==> config.mk <==
export PLATFORM = sky130hd
export DESIGN_NAME = can_irq_ident
export DESIGN_NICKNAME = d
export VERILOG_FILES = /design/src/rtl/can_irq_ident.sv
export SDC_FILE = /design/constraint.sdc
export NUM_CORES = 1
export LEC_CHECK = 0
export ABC_AREA = 1
export BUFFER_PORTS_ARGS = -buffer_cell sky130_fd_sc_hd__buf_2
export CAP_MARGIN = 20
export CELL_PAD_IN_SITES_DETAIL_PLACEMENT = 0
export CELL_PAD_IN_SITES_GLOBAL_PLACEMENT = 1
export CORE_MARGIN = 2
export CORE_UTILIZATION = 30
export DETAILED_ROUTE_END_ITERATION = 16
export GPL_TIMING_DRIVEN = 0
export PLACE_DENSITY_LB_ADDON = 0.25
export REMOVE_ABC_BUFFERS = 1
export SLEW_MARGIN = 0
export SYNTH_ARGS = -nofsm -noshare
export SYNTH_HDL_FRONTEND = slang
export SYNTH_SLANG_ARGS = --single-unit
==> constraint.sdc <==
create_clock -name clk -period 4.1 [get_ports clk]
set_clock_uncertainty 0.15 [all_clocks]
set_input_delay 0.41 -clock clk [delete_from_list [all_inputs] [get_ports clk]]
set_output_delay 0.41 -clock clk [all_outputs]
set_load 0.01 [all_outputs]
==> src/rtl/can_irq_ident.sv <==
module can_irq_ident #(
  parameter int NOBJ = 32,
  parameter logic [15:0] STAT_CODE = 16'h8000
) (
  input  logic            clk,
  input  logic            rst_n,
  input  logic [NOBJ-1:0] obj_set,
  input  logic [NOBJ-1:0] obj_clr,
  input  logic            stat_set,
  input  logic            stat_rd,
  input  logic            irq_en,
  output logic [31:0]     irq_word,
  output logic            irq_line
);
  logic [NOBJ-1:0] pend_q;
  logic            stat_q;
  logic [15:0]     code_q;
  logic [NOBJ-1:0] pend_d;
  logic            stat_d;
  logic [15:0]     code_d;

  assign pend_d = (pend_q & ~obj_clr) | obj_set;
  assign stat_d = (stat_q & ~stat_rd) | stat_set;

  always_comb begin
    code_d = 16'h0000;
    for (int i = NOBJ - 1; i >= 0; i--)
      if (pend_d[i]) code_d = 16'(i + 1);
    if (stat_d) code_d = STAT_CODE;
  end

  always_ff @(posedge clk or negedge rst_n) begin
    if (!rst_n) begin
      pend_q <= '0;
      stat_q <= 1'b0;
      code_q <= 16'h0000;
    end else begin
      pend_q <= pend_d;
      stat_q <= stat_d;
      code_q <= code_d;
    end
  end

  assign irq_word = {16'h0000, code_q};
  assign irq_line = irq_en && (code_q != 16'h0000);
endmodule


* Word level (Yosys, flattened, before mapping)
Index checks and enable logic that the tools add are counted.
** Operators by class
- Muxes and demuxes :: 33
- Divide/modulo/power cells :: 0
- Equal/unequal tests :: 0
- Bitwise gates (word level) :: 6
- Shift operators :: 0
- Reductions and logical operators :: 2
- Order comparisons :: 0
- $mul :: 0
- Add/sub/neg operators :: 0
** Operators with widths (count)
- $mux W16 :: 31
- $and A32 B32 Y32 :: 1
- $not A32 Y32 :: 1
- $or A32 B32 Y32 :: 1
- $reduce_bool A16 Y1 :: 1
- $mux W6 :: 2
- $and A1 B1 Y1 :: 1
- $logic_and A1 B1 Y1 :: 1
- $not A1 Y1 :: 1
- $or A1 B1 Y1 :: 1
** Word-level totals
- Memories kept :: 0
- Logic and storage cells :: 44
- Bits of input ports :: 69
- Memory bits (read-only) :: 0
- Flip-flop bits (word level) :: 49
- RAM bits :: 0
- Output and inout bits :: 33
- Bits in latches :: 0

* Longest topological paths before layout
Gate-level depths: netlist (run 1).
- Depth in word-level cells :: 36
- Depth in mapped cells :: 33

* Least setup slack after synthesis (run 1)
Ideal clock, no wire load.
- Kind :: input-to-reg
- Start point :: in obj_clr[29]
- End point :: reg code_q[0]
- Stages :: 32
- Setup time :: 0.073 ns
- Setup slack :: 1.959 ns
- Arrival :: 1.918 ns
- Path through :: inv_1 > a21oi_2 > nand2_1 > nand2_1 > nand2_1 > nand2_1 > nand2_1 > nand2_1 > nand2_1 > nand2_1 > nand2_1 > nand2_1 > nand2_1 > nand2_1 > nand2_1 > nand2_1 > nand2_1 > nand2_1 > nand2_1 > nand2_1 > nand2_1 > nand2_1 > nand2_1 > nand2_1 > nand2_1 > nand2_1 > nand2_1 > nand2_1 > nand2_1 > nand2_1 > nand2_1 > a21oi_2
** On the way
- Word-level cells in the longest chain between the ends :: 34
** RTL lines
- start, declared :: line 8 : input logic [NOBJ-1:0] obj_clr,
- $not A32 Y32 :: line 22 : assign pend_d = (pend_q & ~obj_clr) | obj_set;
- $and A32 B32 Y32 :: line 22
- $or A32 B32 Y32 :: line 22
- $mux W16 (30 in series) :: line 28 : if (pend_d[i]) code_d = 16'(i + 1);
- $mux W16 :: line 29 : if (stat_d) code_d = STAT_CODE;
- net code_d[0] :: line 20 : logic [15:0] code_d;
- end signal, assigned :: line 40 : code_q <= code_d;
- end, declared :: line 17 : logic [15:0] code_q;
The timed path passes the listed nets, and every way through them passes these cells.

* Final worst setup path (run 1)
- Start point :: reg pend_q[29]
- End point :: reg code_q[0]
** On the way
- Word-level cells in the longest chain between the ends :: 33
** RTL lines
- start, declared :: line 15 : logic [NOBJ-1:0] pend_q;
- start signal, assigned :: line 38 : pend_q <= pend_d;
- $and A32 B32 Y32 :: line 22
- $or A32 B32 Y32 :: line 22
- $mux W16 (30 in series) :: line 28
- $mux W16 :: line 29
- net code_d[0] :: line 20
The timed path passes the listed nets, and every way through them passes these cells.

==> run_results.csv, run 1 <==
group,metric,value,unit
status,status,"complete, no violations",
cts,cts_hold_buf,0,
global_route,antenna_found_initial,0,
timing,fin_crit,2.37,ns
floorplanning,initial_utilization,30.9,%
critical_path,arrival,2.45,ns
critical_path,cp_common_cell,"nand2_1",
route,vias,1594,
placed_design,port_buffers,76,
global_route,first_global_vias,1444,
critical_path,r2r-end,"code_q[0]",
global_route,grt-ovfl-total,0,
route,dr.pass1.iters,3,
pwr,clkPwrFrac,34.4,%
timing,slew_headroom,41.6,%
logic_synthesis,synth_area,0.00210,mm^2
route,drtAntennaViolNets,0,
critical_path,cp_slowest_cell,"dfrtp_1",
cts,post_cts_buffers,0,
route,viasPerCell,3.74,
cts,clock_latency,0.29,ns
cts,cts_tree,"built",
pwr,p_leak,1.36,nW
global_route,grt_use_total,10.8,%
pwr,swShare,26.6,%
min_path,min_path_type,"input port to asynchronous set/reset pin",
pwr,power_frac_comb,15.4,%
cts,clk_pin_slew_worst_paths,0.07,ns
pwr,power_switching,222,uW
finish,syn2layout_area_growth,23.6,%
placed_design,place_congestion,0.654,
critical_path,timing.rr.start,"pend_q[29]",
logic_synthesis,syn_area_per_cell,8.46,um^2
critical_path,cpPeakStageDelay,0.39,ns
global_route,grt_pass1_wl,6220,um
cts,cts_resized,0,
critical_path,critPathCaptureType,"flip-flop",
timing,final_hold_viol_count,0,
critical_path,rr_worst_depth,31,
logic_synthesis,synthCells,248,
critical_path,crit_fanout,2,
pwr,ir_drop,0.120,mV
logic_synthesis,ys.warnings.count,0,
critical_path,crit_end,"code_q[0]",
finish,antenna_cells,0,
cts,numCtsBuffers,5,
timing,final.setup.tns,0,ns
cts,cts_root_buf,"clkbuf_8",
global_route,grt_start_max_net_pins,40,
floorplanning,die-area,0.00768,mm^2
route,wirelength,3970,um
critical_path,cp_num_cells,31,
timing,timing.final.crit_share,57.7,%
logic_synthesis,synth-seq-cells,39,
critical_path,rrSetupSlack,1.73,ns
critical_path,crit_family,"simple AND/OR/NAND/NOR gates",
timing,slew_viol_final,0,
pwr,power.density,323,mW/mm^2
timing,rsz0062_at_grt,"false",
timing,worst_slew_pin_slew,0.876,ns
cts,htreeDepth,2,
floorplanning,core-area,0.00679,mm^2
logic_synthesis,ys_types,21,
critical_path,crit_required,4.18,ns
placed_design,dp_hpwl,3200,um
floorplanning,die_width,87.6,um
route,drc,0,
pwr,seq_power_share,50.2,%
pwr,p_int,614,uW
finish,drive_above_1_share,37.0,%
route,drt_iter0_drc,45,
critical_path,startpoint,"pend_q[29]",
finish,nFillCells,736,
critical_path,crit_buf_inv,0,
timing,finalWorstSetupSlack,1.73,ns
run,drv_cap,0,
critical_path,start_kind,"flip-flop",
timing,setup_viol,0,
critical_path,crit_type,"flip-flop to flip-flop",
floorplanning,io_pins,102,
route,wire_per_inst,9.31,um
timing,fmax,0.422,GHz
cts,cts.sinks,39,
logic_synthesis,yosysSeqAreaShare,46.5,%
cts,max-clock-path-buffers,2,
floorplanning,fp.dieH,87.6,um
finish,final_nets,398,
placed_design,post-place-ws,1.55,ns
floorplanning,rows,30,
==> cells by family (layout without fill, tap and decap cells) <==
logic type             count (synthesis)  in the layout  synth area share (%)
AOI/OAI and AO/OA                     40             40                  17.9
buffers and inverters                 92            150                  21.1
DFF                                   39             39                  46.5
other                                  1             25                 0.179
and+or+nand+nor                       76             76                  14.3
==> per-stage QoR <==
step                power, mW  instances  cell area, um^2  util (%)  hold slack [ns]
floorplan               0.500        246             1990         -          -0.0356
global placement        0.557        418             2490      36.7            0.323
detailed placement      0.560        418             2490      36.7            0.321
CTS                     0.850        426             2590      38.2            0.125
global route            0.882        426             2590      38.2            0.151
finish                  0.837        426             2590      38.2           0.0851
==> cells in the mapped netlist <==
| cell type | count | area share (%) |
|---|---|---|
| a21boi_1 | 2 | 0.72 |
| clkinv_1 | 1 | 0.18 |
| nor2_1 | 18 | 3.2 |
| a21oi_1 | 3 | 0.72 |
| nand3_1 | 2 | 0.48 |
| conb_1 | 1 | 0.18 |
| nand2_1 | 50 | 8.9 |
| a21oi_4 | 6 | 4.7 |
| a21boi_0 | 1 | 0.36 |
| inv_2 | 8 | 1.4 |
| buf_4 | 26 | 9.3 |
| nand4_1 | 1 | 0.30 |
| nor4_1 | 2 | 0.60 |
| inv_1 | 57 | 10 |
| nor3_1 | 2 | 0.48 |
| o311ai_1 | 1 | 0.42 |
| a21oi_2 | 24 | 10 |
| dfrtp_1 | 39 | 47 |
| o21bai_1 | 2 | 0.72 |
| a31oi_1 | 1 | 0.30 |
| nand2_2 | 1 | 0.30 |
==> metal layers <==
metal | global-route usage [%] | part of all wire, %
met2 | 16.7 | 44
met5 | 0 | 0
met1 | 13.9 | 48
met3 | 3.49 | 6.8
met4 | 4.62 | 1.8
==> flip-flops by register name, summed over array words and instances (netlist names) <==
| signal | cells |
|---|---|
| pend_q | 32 |
| code_q | 7 |
==> cell usage in the layout, fill, tap and decap left out <==
| master | count |
|---|---|
| a21boi_0 | 1 |
| a21boi_1 | 2 |
| a21oi_1 | 3 |
| a21oi_2 | 24 |
| a21oi_4 | 6 |
| a31oi_1 | 1 |
| buf_2 | 76 |
| clkbuf_1 | 1 |
| clkbuf_8 | 7 |
| clkinv_1 | 1 |
| conb_1 | 25 |
| dfrtp_1 | 39 |
| inv_1 | 57 |
| inv_2 | 8 |
| nand2_1 | 50 |
| nand2_2 | 1 |
| nand3_1 | 2 |
| nand4_1 | 1 |
| nor2_1 | 18 |
| nor3_1 | 2 |
| nor4_1 | 2 |
| o21bai_1 | 2 |
| o311ai_1 | 1 |
==> worst min-delay path by stage <==
stage,cells after the start,end,slack [ns]
4_1_cts,1,code_q[15],0.13
3_3_place_gp,2,pend_q[13],0.32
5_1_grt,1,pend_q[28],0.15
3_5_place_dp,2,pend_q[30],0.32
6_report,1,code_q[15],0.09
2_1_floorplan,0,code_q[0],-0.04
==> layout make-up <==
type / count / area (um^2) / area share [%]
inverter: 66 / 248 / 9.55
sequential: 39 / 976 / 37.6
timing repair buffer: 76 / 380 / 14.7
tap: 96 / 120 / 4.63
clock buffer: 8 / 100 / 3.86
multi-input combinational: 141 / 769 / 29.7
==> power by group through the flow <==
stage          logic (mW)  registers, mW  clock network (mW)
2_1_floorplan      0.0729          0.427                   0
3_3_place_gp        0.130          0.428                   0
3_5_place_dp        0.131          0.428                   0
4_1_cts             0.132          0.421               0.297
5_1_grt             0.147          0.423               0.312
6_report            0.129          0.420               0.288
No activity file was read; power rests on OpenSTA's default activity.
==> inputs of run 2 (changes only) <==
--- a/config.mk
+++ b/config.mk
@@ -11,7 +11,7 @@
 export CELL_PAD_IN_SITES_DETAIL_PLACEMENT = 0
 export CELL_PAD_IN_SITES_GLOBAL_PLACEMENT = 1
 export CORE_MARGIN = 2
-export CORE_UTILIZATION = 30
+export CORE_UTILIZATION = 29
 export DETAILED_ROUTE_END_ITERATION = 16
 export GPL_TIMING_DRIVEN = 0
 export PLACE_DENSITY_LB_ADDON = 0.25
==> constraint.sdc (replaced) <==
create_clock -name clk -period 2.09 [get_ports clk]
set_clock_uncertainty 0.15 [all_clocks]
set_input_delay 0.209 -clock clk [delete_from_list [all_inputs] [get_ports clk]]
set_output_delay 0.209 -clock clk [all_outputs]
set_load 0.01 [all_outputs]
==> run_results.csv, run 2 (synthesized netlist as in run 1, its figures left out) <==
group,metric,value,unit
status,status,"complete, but fails checks",
status,violations,"negative setup slack",
finish,final_nets,429,
cts,numCtsBuffers,5,
global_route,grt_use_total,11.5,%
critical_path,start_kind,"flip-flop",
pwr,ir_drop,0.192,mV
finish,final_cell_count_no_fill,460,
floorplanning,die_width,89.1,um
pwr,power.density,562,mW/mm^2
floorplanning,io_pins,102,
cts,cts_root_buf,"clkbuf_8",
timing,fmax,0.421,GHz
placed_design,dp.cells,421,
global_route,grt_start_max_net_pins,40,
pwr,p_leak,1.47,nW
timing,timing.hold.ws,0.0173,ns
floorplanning,core-area,0.00714,mm^2
floorplanning,die-area,0.00793,mm^2
critical_path,crit_type,"flip-flop to flip-flop",
critical_path,crit_required,2.16,ns
global_route,first_global_vias,1651,
placed_design,port_buffers,76,
timing,setup_viol,1,
floorplanning,fp.dieH,89.1,um
global_route,antenna_found_initial,0,
timing,final.setup.tns,-0.285,ns
floorplanning,initial_utilization,29.4,%
route,drc,0,
finish,drive_above_1_share,33.5,%
timing,final_hold_viol_count,0,
route,wire_per_inst,9.28,um
pwr,seq_power_share,50.8,%
finish,final_common_cell,"buf_2",
timing,slew_headroom,41.3,%
cts,max-clock-path-buffers,2,
route,dr.pass1.iters,4,
timing,fin_crit,2.38,ns
critical_path,critPathCaptureType,"flip-flop",
min_path,min_path_type,"input port to flip-flop",
cts,cts.sinks,39,
pwr,power_switching,445,uW
critical_path,crit_family,"simple AND/OR/NAND/NOR gates",
critical_path,arrival,2.44,ns
timing,slew_viol_final,0,
critical_path,crit_buf_inv,0,
placed_design,dp_hpwl,3260,um
route,drtAntennaViolNets,0,
critical_path,cp_common_cell,"nand2_1",
critical_path,cp_slowest_cell,"dfrtp_1",
timing,timing.final.crit_share,114,%
route,vias,1731,
finish,antenna_cells,0,
timing,rsz0062_at_grt,"true",
pwr,power_frac_comb,18.6,%
critical_path,crit_fanout,2,
cts,cts_resized,0,
pwr,p_int,1.18,mW
timing,finalWorstSetupSlack,-0.285,ns
cts,clock_latency,0.29,ns
pwr,swShare,27.4,%
pwr,total_power,1.62,mW
finish,most-common-layout-cells,"76 x buf_2, 57 x inv_1, 50 x nand2_1",
finish,reg_top3,"pend_q: 32 flops, code_q: 7 flops",
critical_path,cpPeakStageDelay,0.38,ns
placed_design,place_congestion,0.670,
route,viasPerCell,3.76,
cts,cts_tree,"built",
finish,nFillCells,793,
pwr,clkPwrFrac,30.6,%
finish,largest_register,"pend_q",
global_route,grt-ovfl-total,0,
route,wirelength,4270,um
global_route,grt_pass1_wl,6900,um
cts,clk_pin_slew_worst_paths,0.07,ns
finish,syn2layout_area_growth,37.7,%
finish,largest_reg_flops,32,
cts,htreeDepth,2,
timing,worst_slew_pin_slew,0.880,ns
run,drv_cap,0,
floorplanning,rows,31,
route,drt_iter0_drc,32,
[run 2: cell count changes in the layout (fill, tap and decap cells not counted), sizes merged]
cell,before,now
clkinv,1,2
clkbuf,8,7
dlygate4sd3,0,31
[run 2: worst reg2reg max path: cells and delay by family (launching register included)]
kind	cells	cell delay (ns)
DFF	1	0.38
AOI/OAI and AO/OA	2	0.26
and+or+nand+nor	29	1.54
[run 2: area by class of cell]
cell class,instances,area (um^2),area share [%]
Sequential cell,39,976,33.8
Inverter,66,248,8.58
Clock buffer,7,76.3,2.64
Timing Repair Buffer,107,691,23.9
Clock inverter,1,5.00,0.173
Multi-Input combinational cell,141,769,26.6
Tap cell,99,124,4.29
[run 2: worst paths after layout]
kind / start / endpoint / slack, ns / cells past startpoint
worst max-delay path: pend_q[29] / code_q[0] / -0.29 / 31
worst min-delay path: obj_set[23] / pend_q[23] / 0.02 / 3
worst max register to register: pend_q[29] / code_q[0] / -0.29 / 31
worst min register to register: pend_q[10] / pend_q[10] / 0.34 / 2
max in group asynchronous: rst_n / pend_q[17] / 0.81 / 2
min in group asynchronous: rst_n / pend_q[27] / 0.42 / 2
[run 2: timing repair]
action	CTS	global route
cloned	0	0
hold buffers	31	0
endpoints found under the setup margin	1	2
setup buffers	0	0
hold endpoints to repair	69	0
pin swaps	1	0
[run 2: layer usage]
layer | routed length [um] | vias up | track usage, % | part of all wire, %
met5 | 0 | - | 0 | 0
met4 | 64 | 0 | 4.07 | 1.5
met3 | 277 | 6 | 3.51 | 6.5
met2 | 1900 | 63 | 18.9 | 44
met1 | 2030 | 758 | 14.4 | 48
li1 | - | 904 | - | -
[run 2: power groups by stage]
stage | combinational (mW) | sequential [mW] | clock, mW
floorplan | 0.143 | 0.838 | 0
CTS | 0.308 | 0.826 | 0.525
global placement | 0.255 | 0.840 | 0
global route | 0.347 | 0.830 | 0.557
detailed placement | 0.259 | 0.841 | 0
finish | 0.303 | 0.825 | 0.497
[run 2: stage by stage]
step                area, um^2  worst slack [ns]  util, %
detailed placement        2500            -0.360     35.0
CTS                       2890            -0.379     40.5
global route              2890            -0.655     40.5
floorplan                 1990            0.0115        -
global placement          2500            -0.344     35.0
finish                    2890            -0.285     40.5
